<file path="config.mk">
export PLATFORM = sky130hd
export DESIGN_NAME = ide_unlock_ctrl
export DESIGN_NICKNAME = d
export VERILOG_FILES = /design/src/rtl/ide_unlock_pkg.sv /design/src/rtl/io_access_sampler.sv /design/src/rtl/unlock_seq_fsm.sv /design/src/rtl/timing_cfg_regs.sv /design/src/rtl/ide_unlock_ctrl.sv
export SDC_FILE = /design/constraint.sdc
export NUM_CORES = 1
export LEC_CHECK = 0
export BUFFER_PORTS_ARGS = -buffer_cell sky130_fd_sc_hd__buf_4
export CORE_ASPECT_RATIO = 1.4
export CORE_MARGIN = 2
export CORE_UTILIZATION = 48
export DETAILED_ROUTE_END_ITERATION = 10
export PLACE_DENSITY = 0.75
export REMOVE_ABC_BUFFERS = 1
export SETUP_SLACK_MARGIN = 0.2
export SLEW_MARGIN = 40
export SYNTH_ARGS = -nofsm -noshare
export SYNTH_HDL_FRONTEND = slang
export SYNTH_SLANG_ARGS = --single-unit
export TNS_END_PERCENT = 100
</file>
<file path="constraint.sdc">
create_clock -name clk -period 1.95 [get_ports clk]
set_clock_uncertainty 0.05 [all_clocks]
set_input_delay 0.39 -clock clk [delete_from_list [all_inputs] [get_ports clk]]
set_output_delay 0.39 -clock clk [all_outputs]
set_load 0.02 [all_outputs]
</file>
<file path="src/rtl/ide_unlock_pkg.sv">
package ide_unlock_pkg;
  localparam int ADDR_W = 10;
  localparam int DATA_W = 8;
  localparam int SPD_W  = 3;

  localparam logic [ADDR_W-1:0] PORT_SECCNT = 10'h1F2;
  localparam logic [ADDR_W-1:0] PORT_SECNUM = 10'h1F3;
  localparam logic [ADDR_W-1:0] PORT_CLOSE  = 10'h1F5;
  localparam logic [ADDR_W-1:0] PORT_ALTST  = 10'h3F6;

  localparam logic [DATA_W-1:0] SECCNT_FIXED = 8'h08;

  typedef enum logic [2:0] {
    ST_IDLE  = 3'd0,
    ST_ARMED = 3'd1,
    ST_RD1   = 3'd2,
    ST_RD2   = 3'd3,
    ST_RD3   = 3'd4,
    ST_RD4   = 3'd5,
    ST_RD5   = 3'd6
  } seq_st_e;
endpackage

</file>
<file path="src/rtl/io_access_sampler.sv">
module io_access_sampler
  import ide_unlock_pkg::*;
(
  input  logic clk,
  input  logic rst,
  input  logic io_rd,
  input  logic io_wr,
  output logic acc_rd,
  output logic acc_wr
);
  logic rd_q, wr_q;

  always_ff @(posedge clk) begin
    if (rst) begin
      rd_q <= 1'b0;
      wr_q <= 1'b0;
    end else begin
      rd_q <= io_rd;
      wr_q <= io_wr;
    end
  end

  assign acc_rd = io_rd & ~rd_q;
  assign acc_wr = io_wr & ~wr_q;

  AST_ONE_READ_PER_PULSE: assert property (@(posedge clk) disable iff (rst)
    acc_rd |=> !acc_rd);
  AST_ONE_WRITE_PER_PULSE: assert property (@(posedge clk) disable iff (rst)
    acc_wr |=> !acc_wr);
endmodule

</file>
<file path="src/rtl/unlock_seq_fsm.sv">
module unlock_seq_fsm
  import ide_unlock_pkg::*;
(
  input  logic              clk,
  input  logic              rst,
  input  logic              acc_rd,
  input  logic              acc_wr,
  input  logic [ADDR_W-1:0] acc_addr,
  input  logic              acc_d7,
  output logic              prog_mode,
  output logic              seq_done
);
  seq_st_e st_q, st_d;
  logic    step_ok, start_hit, close_hit, any_acc;

  assign any_acc   = acc_rd | acc_wr;
  assign start_hit = acc_wr & (acc_addr == PORT_SECCNT) & acc_d7;
  assign close_hit = acc_rd & (acc_addr == PORT_CLOSE);

  always_comb begin
    unique case (st_q)
      ST_IDLE:  step_ok = start_hit;
      ST_ARMED: step_ok = close_hit;
      ST_RD1,
      ST_RD4,
      ST_RD5:   step_ok = acc_rd & (acc_addr == PORT_SECCNT);
      ST_RD2,
      ST_RD3:   step_ok = acc_rd & (acc_addr == PORT_ALTST);
      default:  step_ok = 1'b0;
    endcase
  end

  assign seq_done = step_ok & (st_q == ST_RD5);

  always_comb begin
    st_d = st_q;
    if (any_acc) begin
      if (seq_done)      st_d = ST_IDLE;
      else if (step_ok)  st_d = seq_st_e'(st_q + 3'd1);
      else if (start_hit) st_d = ST_ARMED;
      else               st_d = ST_IDLE;
    end
  end

  always_ff @(posedge clk) begin
    if (rst) begin
      st_q      <= ST_IDLE;
      prog_mode <= 1'b0;
    end else begin
      st_q <= st_d;
      if (close_hit)     prog_mode <= 1'b0;
      else if (seq_done) prog_mode <= 1'b1;
    end
  end

  AST_OPEN_ONLY_BY_SEQ: assert property (@(posedge clk) disable iff (rst)
    $rose(prog_mode) |-> $past(seq_done));
  AST_OPEN_AFTER_SEQ: assert property (@(posedge clk) disable iff (rst)
    seq_done |=> prog_mode);
  AST_CLOSE_ON_READ: assert property (@(posedge clk) disable iff (rst)
    close_hit |=> !prog_mode);
  AST_BREAK_TO_IDLE: assert property (@(posedge clk) disable iff (rst)
    (any_acc && !step_ok && !start_hit) |=> (st_q == ST_IDLE));
endmodule

</file>
<file path="src/rtl/timing_cfg_regs.sv">
module timing_cfg_regs
  import ide_unlock_pkg::*;
(
  input  logic              clk,
  input  logic              rst,
  input  logic              acc_rd,
  input  logic              acc_wr,
  input  logic [ADDR_W-1:0] acc_addr,
  input  logic [DATA_W-1:0] acc_data,
  input  logic              prog_mode,
  input  logic              seq_done,
  input  logic [SPD_W-1:0]  jumper,
  output logic [DATA_W-1:0] rdata_q,
  output logic [DATA_W-1:0] speed_q,
  output logic [SPD_W-1:0]  dev0_q,
  output logic [SPD_W-1:0]  dev1_q,
  output logic              slow_q
);
  localparam logic [SPD_W-1:0] SPD_MAX  = {SPD_W{1'b1}};
  localparam int               D0_LO    = SPD_W;
  localparam int               SLOW_BIT = 2 * SPD_W;
  localparam int               FORCE_BIT = 6;

  logic [DATA_W-1:0] seccnt_q, secnum_q, rd_mux;
  logic [SPD_W-1:0]  jumper_even;

  assign jumper_even = jumper & {{(SPD_W-1){1'b1}}, 1'b0};

  always_comb begin
    if (acc_addr == PORT_SECCNT)      rd_mux = seccnt_q | SECCNT_FIXED;
    else if (acc_addr == PORT_SECNUM) rd_mux = prog_mode ? speed_q : secnum_q;
    else                              rd_mux = '0;
  end

  always_ff @(posedge clk) begin
    if (rst) begin
      seccnt_q <= '0;
      secnum_q <= '0;
      speed_q  <= {{(DATA_W-SPD_W){1'b0}}, jumper_even};
      rdata_q  <= '0;
      dev0_q   <= '0;
      dev1_q   <= '0;
      slow_q   <= 1'b0;
    end else begin
      if (acc_rd) rdata_q <= rd_mux;
      if (seq_done) seccnt_q[DATA_W-1] <= 1'b0;
      if (acc_wr) begin
        if (acc_addr == PORT_SECCNT) seccnt_q <= acc_data;
        else if (acc_addr == PORT_SECNUM) begin
          if (prog_mode) speed_q  <= acc_data;
          else           secnum_q <= acc_data;
        end
      end
      dev0_q <= seccnt_q[FORCE_BIT] ? SPD_MAX : speed_q[D0_LO +: SPD_W];
      dev1_q <= seccnt_q[FORCE_BIT] ? SPD_MAX : speed_q[SPD_W-1:0];
      slow_q <= speed_q[SLOW_BIT];
    end
  end

  AST_BIT3_READS_ONE: assert property (@(posedge clk) disable iff (rst)
    (acc_rd && acc_addr == PORT_SECCNT) |=> rdata_q[3]);
  AST_BIT7_CLEARED: assert property (@(posedge clk) disable iff (rst)
    seq_done |=> !seccnt_q[DATA_W-1]);
  AST_SPEED_LOCKED: assert property (@(posedge clk) disable iff (rst)
    (acc_wr && acc_addr == PORT_SECNUM && !prog_mode) |=> $stable(speed_q));
  AST_RESET_SPEED_EVEN: assert property (@(posedge clk)
    rst |=> (speed_q[0] == 1'b0 && speed_q[DATA_W-1:SPD_W] == '0));
  AST_FORCE_MAX: assert property (@(posedge clk) disable iff (rst)
    (seccnt_q[FORCE_BIT] && !rst) |=> (dev0_q == SPD_MAX && dev1_q == SPD_MAX));
  AST_RDATA_HOLD: assert property (@(posedge clk) disable iff (rst)
    !acc_rd |=> $stable(rdata_q));
endmodule

</file>
<file path="src/rtl/ide_unlock_ctrl.sv">
module ide_unlock_ctrl
  import ide_unlock_pkg::*;
(
  input  logic              clk,
  input  logic              rst,
  input  logic [ADDR_W-1:0] io_addr,
  input  logic              io_rd,
  input  logic              io_wr,
  input  logic [DATA_W-1:0] io_wdata,
  input  logic [SPD_W-1:0]  jumper,
  output logic [DATA_W-1:0] io_rdata,
  output logic              prog_mode,
  output logic [DATA_W-1:0] speed_cfg,
  output logic [SPD_W-1:0]  dev0_speed,
  output logic [SPD_W-1:0]  dev1_speed,
  output logic              slow_bus
);
  logic acc_rd, acc_wr, seq_done;

  io_access_sampler u_sampler (
    .clk    (clk),
    .rst    (rst),
    .io_rd  (io_rd),
    .io_wr  (io_wr),
    .acc_rd (acc_rd),
    .acc_wr (acc_wr)
  );

  unlock_seq_fsm u_seq (
    .clk       (clk),
    .rst       (rst),
    .acc_rd    (acc_rd),
    .acc_wr    (acc_wr),
    .acc_addr  (io_addr),
    .acc_d7    (io_wdata[DATA_W-1]),
    .prog_mode (prog_mode),
    .seq_done  (seq_done)
  );

  timing_cfg_regs u_regs (
    .clk       (clk),
    .rst       (rst),
    .acc_rd    (acc_rd),
    .acc_wr    (acc_wr),
    .acc_addr  (io_addr),
    .acc_data  (io_wdata),
    .prog_mode (prog_mode),
    .seq_done  (seq_done),
    .jumper    (jumper),
    .rdata_q   (io_rdata),
    .speed_q   (speed_cfg),
    .dev0_q    (dev0_speed),
    .dev1_q    (dev1_speed),
    .slow_q    (slow_bus)
  );
endmodule

</file>
# Word-level counts from Yosys, hierarchy flattened
# Index checks and enable logic that the tools add are counted.
# classes
n_addsub,1
n_bitwise,13
reduce_logical,11
muxes,17
n_eq_ne,11
# ops
op,count
$mux W8,5
$eq A10 B9 Y1 const B,3
$mux W3,9
$reduce_and A4 Y1,3
$eq A10 B10 Y1 const B,1
$eq A3 B3 Y1 const B,3
$and A1 B1 Y1,8
$eq A3 B2 Y1 const B,2
$reduce_bool A2 Y1,3
$not A1 Y1,4
$pmux W1 S4,1
$reduce_or A2 Y1,2
$add A3 B1 Y3 const B,1
$eq A3 B1 Y1 const B,1
$logic_not A3 Y1,1
$reduce_or A3 Y1,1
$mux W1,2
$ne A2 B2 Y1 const B,1
$reduce_and A2 Y1,1
$or A1 B1 Y1,1
# totals
regBits,45
out_inout_bits,24

# Logic depth before layout (Yosys ltp)
# Gate-level depths: netlist of the first run.
# depth
ltp_word,9
ltp_mapped,7

# By module
# From an unflattened synthesis of the first run, not the netlist that was laid out.
# hier_totals
hier_cells,235
hier_area_um2,2280.9
# modules_own_cells
module,cells_each,area_each_um2,instances
timing_cfg_regs,174,1751.7,1
unlock_seq_fsm,55,459.2,1
io_access_sampler,6,70.1,1

# Worst setup path before layout of the first run
# No wires, ideal clock.
# synth_timing
path_kind,in2reg
startpoint,input io_addr[0]
endpoint,register u_seq.st_q[0]
cell_stages,6
arrival_ps,1933
setup_time_ps,120
n_path_buf,1
setup_slack_ps,-153
cell_sequence,or4b_1 buf_6 mux2_4 or3_1 a32oi_1 o21ai_1
# synth_between
elab_chain_len,6
elab_cells_between_ends,13
classes_between,eq/ne (3); mux (4); bitwise (6)
# synth_rtl
item,line_no,rtl
"start, declared",ide_unlock_ctrl.sv:6,"input logic [ADDR_W-1:0] io_addr,"
$eq A10 B9 Y1,"unlock_seq_fsm.sv:17, unlock_seq_fsm.sv:26",
$and A1 B1 Y1 (2 in a row),unlock_seq_fsm.sv:17,assign start_hit = acc_wr & (acc_addr == PORT_SECCNT) & acc_d7;
$pmux W1 S4 / $mux W1 (equally long branches),"unlock_seq_fsm.sv:21, unlock_seq_fsm.sv:40",
$mux W3 / $and A1 B1 Y1 (equally long branches),"unlock_seq_fsm.sv:39, unlock_seq_fsm.sv:33",
$mux W3 *,unlock_seq_fsm.sv:38,if (seq_done) st_d = ST_IDLE;
"end signal, assigned",unlock_seq_fsm.sv:50,st_q <= st_d;
"end, declared",unlock_seq_fsm.sv:13,"seq_st_e st_q, st_d;"
# Mark *: on every way between the ends. The rest lies on a longest branch, timed or not.
# A chain may end at the register's enable or synchronous reset.

# Final worst setup path of the first run
# layout_timing
startpoint,register u_seq.st_q[0]
endpoint,register u_seq.st_q[0]
# layout_between
elab_chain_len,5
elab_cells_between_ends,14
classes_between,add/sub (1); eq/ne (6); mux (3); bitwise (1); reduce/logical (3)
# layout_rtl
item,line_no,rtl
"$eq A3 B2 Y1, or another cell as far along",unlock_seq_fsm.sv:21,unique case (st_q)
$reduce_or A3 Y1 / $reduce_or A2 Y1 (equally long branches),unlock_seq_fsm.sv:21,
$pmux W1 S4,unlock_seq_fsm.sv:21,
$mux W3 / $and A1 B1 Y1 (equally long branches),"unlock_seq_fsm.sv:39, unlock_seq_fsm.sv:33",
$mux W3 *,unlock_seq_fsm.sv:38,
# Marked as above.

==> metrics.md, run 1 <==
| Metric | Value |
|---|---|
| Clock sinks | `44` |
| Die Ht | `just over 80 um` |
| Grt ovf | `0` |
| CP Cell Sequence | `inv_2 -> ha_4 -> mux2i_4 -> mux2_4 -> or3_1 -> a32oi_1 -> o21ai_1` |
| Pwr/cell area | `just under 600 nW/um^2` |
| Max Cap Viol | `0` |
| Fin. Hold Viols | `0` |
| Largest net degree at the start of global routing | `26` |
| RSZ-0062 raised after global routing | `true` |
| Initial antenna violation count | `0` |
| Gate count of the mapped netlist | `approximately 220` |
| Port Buf Inserts | `between 40 and 50` |
| Deepest clock path buffer count | `2` |
| Synth unique cells | `46` |
| DP HPWL | `between 3000 and 4000 um` |
| WL per Instance | `roughly 15 um` |
| Filler-free cell count of the finished design | `342` |
| Post-synthesis instance area | `about 2100 um^2` |
| Inst Count DP | `327` |
| Min Tclk post-route | `about 1900 ps` |
| Largest stage delay, worst path | `approximately 360 ps` |
| Critical Path RT | `between 2000 and 2500 ps` |
| Number of global-route vias before repair | `1764` |
| Setup-failing EPs final | `0` |
| Floorplan row count | `28` |
| Hold_buf cts | `0` |
| Inserted Clock Buffers | `5` |
| Via Count | `1876` |
| Slowest stage cell, crit path | `dfxtp_2` |
| Post-synthesis sequential area ratio | `0.434` |
| Main flop type after synthesis | `dfxtp_1` |
| Core area | `roughly 4200 um^2` |
| Static leakage | `around 1.2 nW` |
| Commonest non-fill, non-tap cells in the layout | `buf_4 (76), nor2_1 (42), dfxtp_1 (40)` |
| Clk slew on worst S/H paths | `~90 ps` |
| Fraction of layout cells with a size suffix above 1 | `0.397` |
| Register area | `~900 um^2` |
| Commonest non-fill, non-tap cell in the layout | `buf_4` |
| Post-synth EDFFs | `2` |
| Worst skew pair latency | `around 310 ps` |
| Async S/R FF share, synth | `0` |
| CP endpoint kind | `register` |
| Max-Slew Margin vs Limit | `0.747` |
| Slew of the pin with the lowest slew margin | `around 370 ps` |
| Hold WS | `~280 ps` |
| Global-route wire length before repair | `about 8000 um` |
| Fin nets | `325` |
| Syn. warnings | `0` |
| Initial DRC Count | `between 50 and 60` |
| Die area | `between 4000 and 5000 um^2` |
| CTS tree | `built` |
| Average size of a mapped cell | `between 9 and 10 um^2` |
| CP Class | `register to register` |
| ANT cells | `0` |
| Synth-to-layout area growth | `40.0%` |
| Status | `complete, no violations` |
| Cell chosen for the clock root | `clkbuf_8` |
| H-tree depth | `2` |
| Initial Utilization | `0.494` |
| CP Data Arrival Time | `slightly above 2000 ps` |
| Multi-input gate area | `around 1200 um^2` |
| Routability Congestion | `between 0.8 and 0.9` |
| TritonRoute pass-1 iters | `4` |
| TNS Setup | `0 ps` |
| Fmax | `532 MHz` |
| Fill cell count | `around 340` |
| ANT nets after route | `0` |
| Chip width | `roughly 60 um` |
| Fin crit share | `0.964` |
| CP startpoint kind | `register` |
| Maximum vdd ir drop | `0.645 mV` |
| Total wire length | `5160 um` |
| Hold WC Path Type | `input port to register` |
| Post-layout util | `0.691` |
| Boundary pin count | `49` |
| Pins Over Slew Limit | `0` |
| Remaining DRCs | `0` |
| Via density | `~5.5` |
| Yosys reg bits | `44` |
| Global Route Usage Sum | `0.223` |
| Maximum fanout along the worst path | `3` |
area by class of cell:
cell class,instances,share of cell area
multi-input combinational,157,0.406
sequential,44,0.311
timing repair buffer,84,0.229
clock buffer,5,0.0237
tap,45,0.0194
clock inverter,3,0.00646
inverter,4,0.00517
through the flow:
| stage | total power, mW | setup WS, ps | cell area (um^2) |
|---|---|---|---|
| floorplan | 1.02 | -254 | 2010 |
| global placement | 1.13 | -287 | 2650 |
| detailed placement | 1.13 | -316 | 2650 |
| CTS | 1.69 | 36.9 | 2820 |
| global route | 1.75 | 18.2 | 2910 |
| finish | 1.69 | 70.8 | 2910 |
path summary, 6_finish.rpt:
path	from	endpoint	slack, ps	depth (start not counted)
worst max-delay path	u_seq.st_q[0]$_SDFFE_PP0P_	u_seq.st_q[0]$_SDFFE_PP0P_	70	7
worst min register to register	u_regs.speed_q[6]$_SDFFE_PP0P_	u_regs.slow_q$_SDFF_PP0_	450	1
worst min-delay path	io_rd	u_sampler.rd_q$_SDFF_PP0_	280	2
worst max register to register	u_seq.st_q[0]$_SDFFE_PP0P_	u_seq.st_q[0]$_SDFFE_PP0P_	70	7
sequential cells by signal, indices dropped and copies added (netlist names):
register,count
u_sampler.wr_q,1
u_regs.seccnt_q,7
u_regs.slow_q,1
u_regs.rdata_q,8
u_sampler.rd_q,1
u_regs.secnum_q,8
u_regs.speed_q,8
u_seq.prog_mode,1
u_seq.st_q,3
u_regs.dev0_q,3
u_regs.dev1_q,3
synthesized netlist by cell type, types with 2 or more instances:
master    instances  area (um^2)
dfxtp_1          42          841
nor2_1           42          158
mux2i_1          24          240
clkbuf_1          8         30.0
nand2_1           8         30.0
a221oi_1          7         61.3
nand3_1           7         35.0
nor2b_1           7         43.8
a21oi_1           5         25.0
nor3_1            5         25.0
o21ai_0           5         25.0
ha_1              4         50.1
inv_1             4         15.0
nand2b_1          4         25.0
o21ai_1           4         20.0
nor3b_1           3         22.5
a211oi_1          2         15.0
a32oi_1           2         17.5
and4b_1           2         20.0
buf_2             2         10.0
edfxtp_1          2         60.1
mux2_1            2         22.5
nand4_1           2         12.5
nand4b_1          2         17.5
nor3_4            2         32.5
what timing repair did:
action | in CTS | in global routing
setup buffers | 4 | 3
endpoints found under the setup margin | 18 | 22
gates resized for setup | 15 | 15
pin swaps | 7 | 20
report_power, final:
part | internal, mW | switching (mW) | leakage (nW)
Clock | 0.250 | 0.319 | 0.0479
Sequential | 0.923 | 0.0110 | 0.361
Combinational | 0.0871 | 0.0965 | 0.840
worst max-delay path: cells and delay by family, from the launching register on:
family	cells	cell delay, ps
and+or+nand+nor	1	340
muxes	2	510
AOI/OAI and AO/OA	2	290
DFF	1	360
buffers and inverters	1	60
adders and majority gates	1	160
routing by layer:
layer / routed length (um) / track usage / up-vias / part of all wire
met5: 0 / 0 / - / 0
met4: 144 / 0.127 / 0 / 0.028
met3: 202 / 0.0472 / 10 / 0.039
met2: 2670 / 0.386 / 50 / 0.52
met1: 2150 / 0.249 / 881 / 0.42
li1: - / - / 935 / -
cell families (layout without fill, tap and decap cells):
logic type      Yosys count  after routing  synth area share
compound gates           30             30             0.108
xor+xnor                  1              1           0.00422
fa+ha+maj                 4              4            0.0241
buf+inv                  17             96            0.0374
flops                    44             44             0.434
mux                      28             28             0.139
simple gates             94             94             0.253
Note: power is estimated with default switching activity, not from simulation.
==> run 2, diff against run 1 <==
- PLACE_DENSITY: 0.75 -> default
- PLACE_DENSITY_LB_ADDON: default -> 0.05
==> run 2 against run 1 <==
Effect of this change:
- cell area down 0.60%
- critical path type unchanged
- worst hold slack better by 13 ps
- largest power group unchanged
- routed wire length up 0.99%
- critical endpoint unchanged
- critical path depth unchanged
- worst setup slack improved by 27 ps
==> metrics.md, run 2 (same netlist as run 1, synthesis figures left out) <==
| Metric | Value |
|---|---|
| TritonRoute pass-1 iters | `4 (unchanged)` |
| Grt ovf | `0 (unchanged)` |
| H-tree depth | `2 (unchanged)` |
| Post-layout util | `0.687 (was 0.691)` |
| WL per Instance | `15.3 um (was 15.1 um)` |
| Critical Path RT | `2090 ps (was 2100 ps)` |
| Remaining DRCs | `0 (unchanged)` |
| Inst Count DP | `328 (was 327)` |
| Fraction of layout cells with a size suffix above 1 | `0.380 (was 0.397)` |
| Static leakage | `1.24 nW (was 1.25 nW)` |
| Place WS | `-225 ps (was -316 ps)` |
| Max Cap Viol | `0 (unchanged)` |
| Boundary pin count | `49 (unchanged)` |
| Hold WC Path Type | `input port to register (unchanged)` |
| Chip width | `59.6 um (unchanged)` |
| Maximum vdd ir drop | `0.326 mV (was 0.645 mV)` |
| Clk slew on worst S/H paths | `90 ps (about the same)` |
| Fmax | `540 MHz (was 532 MHz)` |
| CP top delay family | `multiplexers (unchanged)` |
| Max-Slew Margin vs Limit | `0.771 (was 0.747)` |
| Fill cell count | `360 (was 343)` |
| CP endpoint kind | `register (unchanged)` |
| Port Buf Inserts | `47 (unchanged)` |
| Slowest stage cell, crit path | `dfxtp_2 (unchanged)` |
| Final setup slack of the worst path | `97.3 ps (was 70.8 ps)` |
| DP HPWL | `3780 um (was 3710 um)` |
| CP Cell Sequence | `inv_2 -> ha_4 -> mux2i_4 -> mux2_4 -> or3_1 -> a32oi_1 -> o21ai_1 (unchanged)` |
| Number of global-route vias before repair | `1843 (was 1764)` |
| Design Area, Final | `2890 um^2 (was 2910 um^2)` |
| ANT cells | `0 (unchanged)` |
| Flop pwr share | `0.548 (was 0.554)` |
| CP startpoint kind | `register (unchanged)` |
| Via density | `5.52 (was 5.49)` |
| Hold_buf cts | `0 (unchanged)` |
| Die area | `4870 um^2 (unchanged)` |
| Fin nets | `323 (was 325)` |
| Biggest registers after layout | `u_regs.rdata_q x8, u_regs.secnum_q x8, u_regs.speed_q x8 (unchanged)` |
| Initial antenna violation count | `0 (unchanged)` |
| Initial Utilization | `0.494 (unchanged)` |
| Commonest non-fill, non-tap cell in the layout | `buf_4 (unchanged)` |
| WP buf/inv | `1 (unchanged)` |
| Pins Over Slew Limit | `0 (unchanged)` |
| Largest net degree at the start of global routing | `20 (was 26)` |
| Min Tclk post-route | `1850 ps (was 1880 ps)` |
| Setup-failing EPs final | `0 (unchanged)` |
| Status | `complete, no violations (unchanged)` |
| Cell chosen for the clock root | `clkbuf_8 (unchanged)` |
| RSZ-0062 raised after global routing | `true (unchanged)` |
| CP Class | `register to register (unchanged)` |
| Global Route Usage Sum | `0.224 (was 0.223)` |
| Clock power frac | `0.340 (was 0.337)` |
| Maximum fanout along the worst path | `4 (was 3)` |
| TNS Setup | `0 ps (unchanged)` |
| Clock sinks | `44 (unchanged)` |
| Synth-to-layout area growth | `39.2% (was 40.0%)` |
| Fin crit share | `0.950 (was 0.964)` |
| Pwr/cell area | `589 nW/um^2 (was 580 nW/um^2)` |
| Filler-free cell count of the finished design | `340 (was 342)` |
| Slew of the pin with the lowest slew margin | `340 ps (was 374 ps)` |
| Core area | `4200 um^2 (unchanged)` |
| Floorplan row count | `28 (unchanged)` |
| Largest stage delay, worst path | `370 ps (was 360 ps)` |
| Commonest non-fill, non-tap cells in the layout | `buf_4 (69), nor2_1 (42), dfxtp_1 (40) (was buf_4 (76), nor2_1 (42), dfxtp_1 (40))` |
| P_int | `1.27 mW (was 1.26 mW)` |
| NetSw | `0.435 mW (was 0.426 mW)` |
| Deepest clock path buffer count | `2 (unchanged)` |
| Comb pwr share | `0.112 (was 0.109)` |
| ANT nets after route | `0 (unchanged)` |
| Total power | `1.70 mW (was 1.69 mW)` |
| Die Ht | `81.8 um (unchanged)` |
| Worst skew pair latency | `300 ps (was 310 ps)` |
| CP Data Arrival Time | `2000 ps (was 2020 ps)` |
| Placed inst area | `2660 um^2 (was 2650 um^2)` |
| Fin. Hold Viols | `0 (unchanged)` |
| CTS tree | `built (unchanged)` |
| Routability Congestion | `0.838 (was 0.895)` |
| Hold WS | `289 ps (was 276 ps)` |
| Global-route wire length before repair | `8160 um (was 8030 um)` |
| Total wire length | `5210 um (was 5160 um)` |
| Inserted Clock Buffers | `5 (unchanged)` |
| Sw frac | `0.256 (was 0.253)` |
| Initial DRC Count | `31 (was 58)` |
| Via Count | `1878 (was 1876)` |
==> run 2: worst paths after layout <==
kind,cells after the start,endpoint,slack [ps],start
worst max-delay path,7,u_seq.st_q[0]$_SDFFE_PP0P_,100,u_seq.st_q[0]$_SDFFE_PP0P_
worst min-delay path,2,u_sampler.wr_q$_SDFF_PP0_,290,io_wr
worst max register to register,7,u_seq.st_q[0]$_SDFFE_PP0P_,100,u_seq.st_q[0]$_SDFFE_PP0P_
worst min register to register,2,u_regs.secnum_q[2]$_SDFFE_PP0P_,450,u_regs.secnum_q[2]$_SDFFE_PP0P_
==> run 2: worst register-to-register path, cell delays in order (launching register included) <==
cell     delay, ps
dfxtp_2        370
inv_2           60
ha_4           160
mux2i_4        160
mux2_4         350
or3_1          320
a32oi_1        200
o21ai_1         90
==> run 2: timing repair <==
action / in CTS / in global routing
setup buffers: 4 / 0
pin swaps: 6 / 14
resized for setup: 15 / 15
cloned: 0 / 0
endpoints found under the setup margin: 28 / 29
==> run 2: area by class of cell <==
cell class / count / area, um^2 / area share
sequential: 44 / 903 / 0.313
timing repair buffer: 82 / 668 / 0.231
inverter: 4 / 15.0 / 0.00520
tap: 45 / 56.3 / 0.0195
clock buffer: 5 / 68.8 / 0.0238
multi-input combinational: 157 / 1160 / 0.401
clock inverter: 3 / 18.8 / 0.00650
==> run 2: per-layer routing <==
layer	track usage	part of all wire
met1	0.251	0.42
met2	0.401	0.52
met3	0.0520	0.034
met4	0.0911	0.026
met5	0	0
==> run 2: power groups by stage <==
stage	logic (mW)	clock network [mW]	registers (mW)
5_1_grt	0.207	0.620	0.936
4_1_cts	0.186	0.585	0.933
2_1_floorplan	0.0502	0	0.973
3_3_place_gp	0.181	0	0.955
6_report	0.190	0.578	0.933
3_5_place_dp	0.184	0	0.954
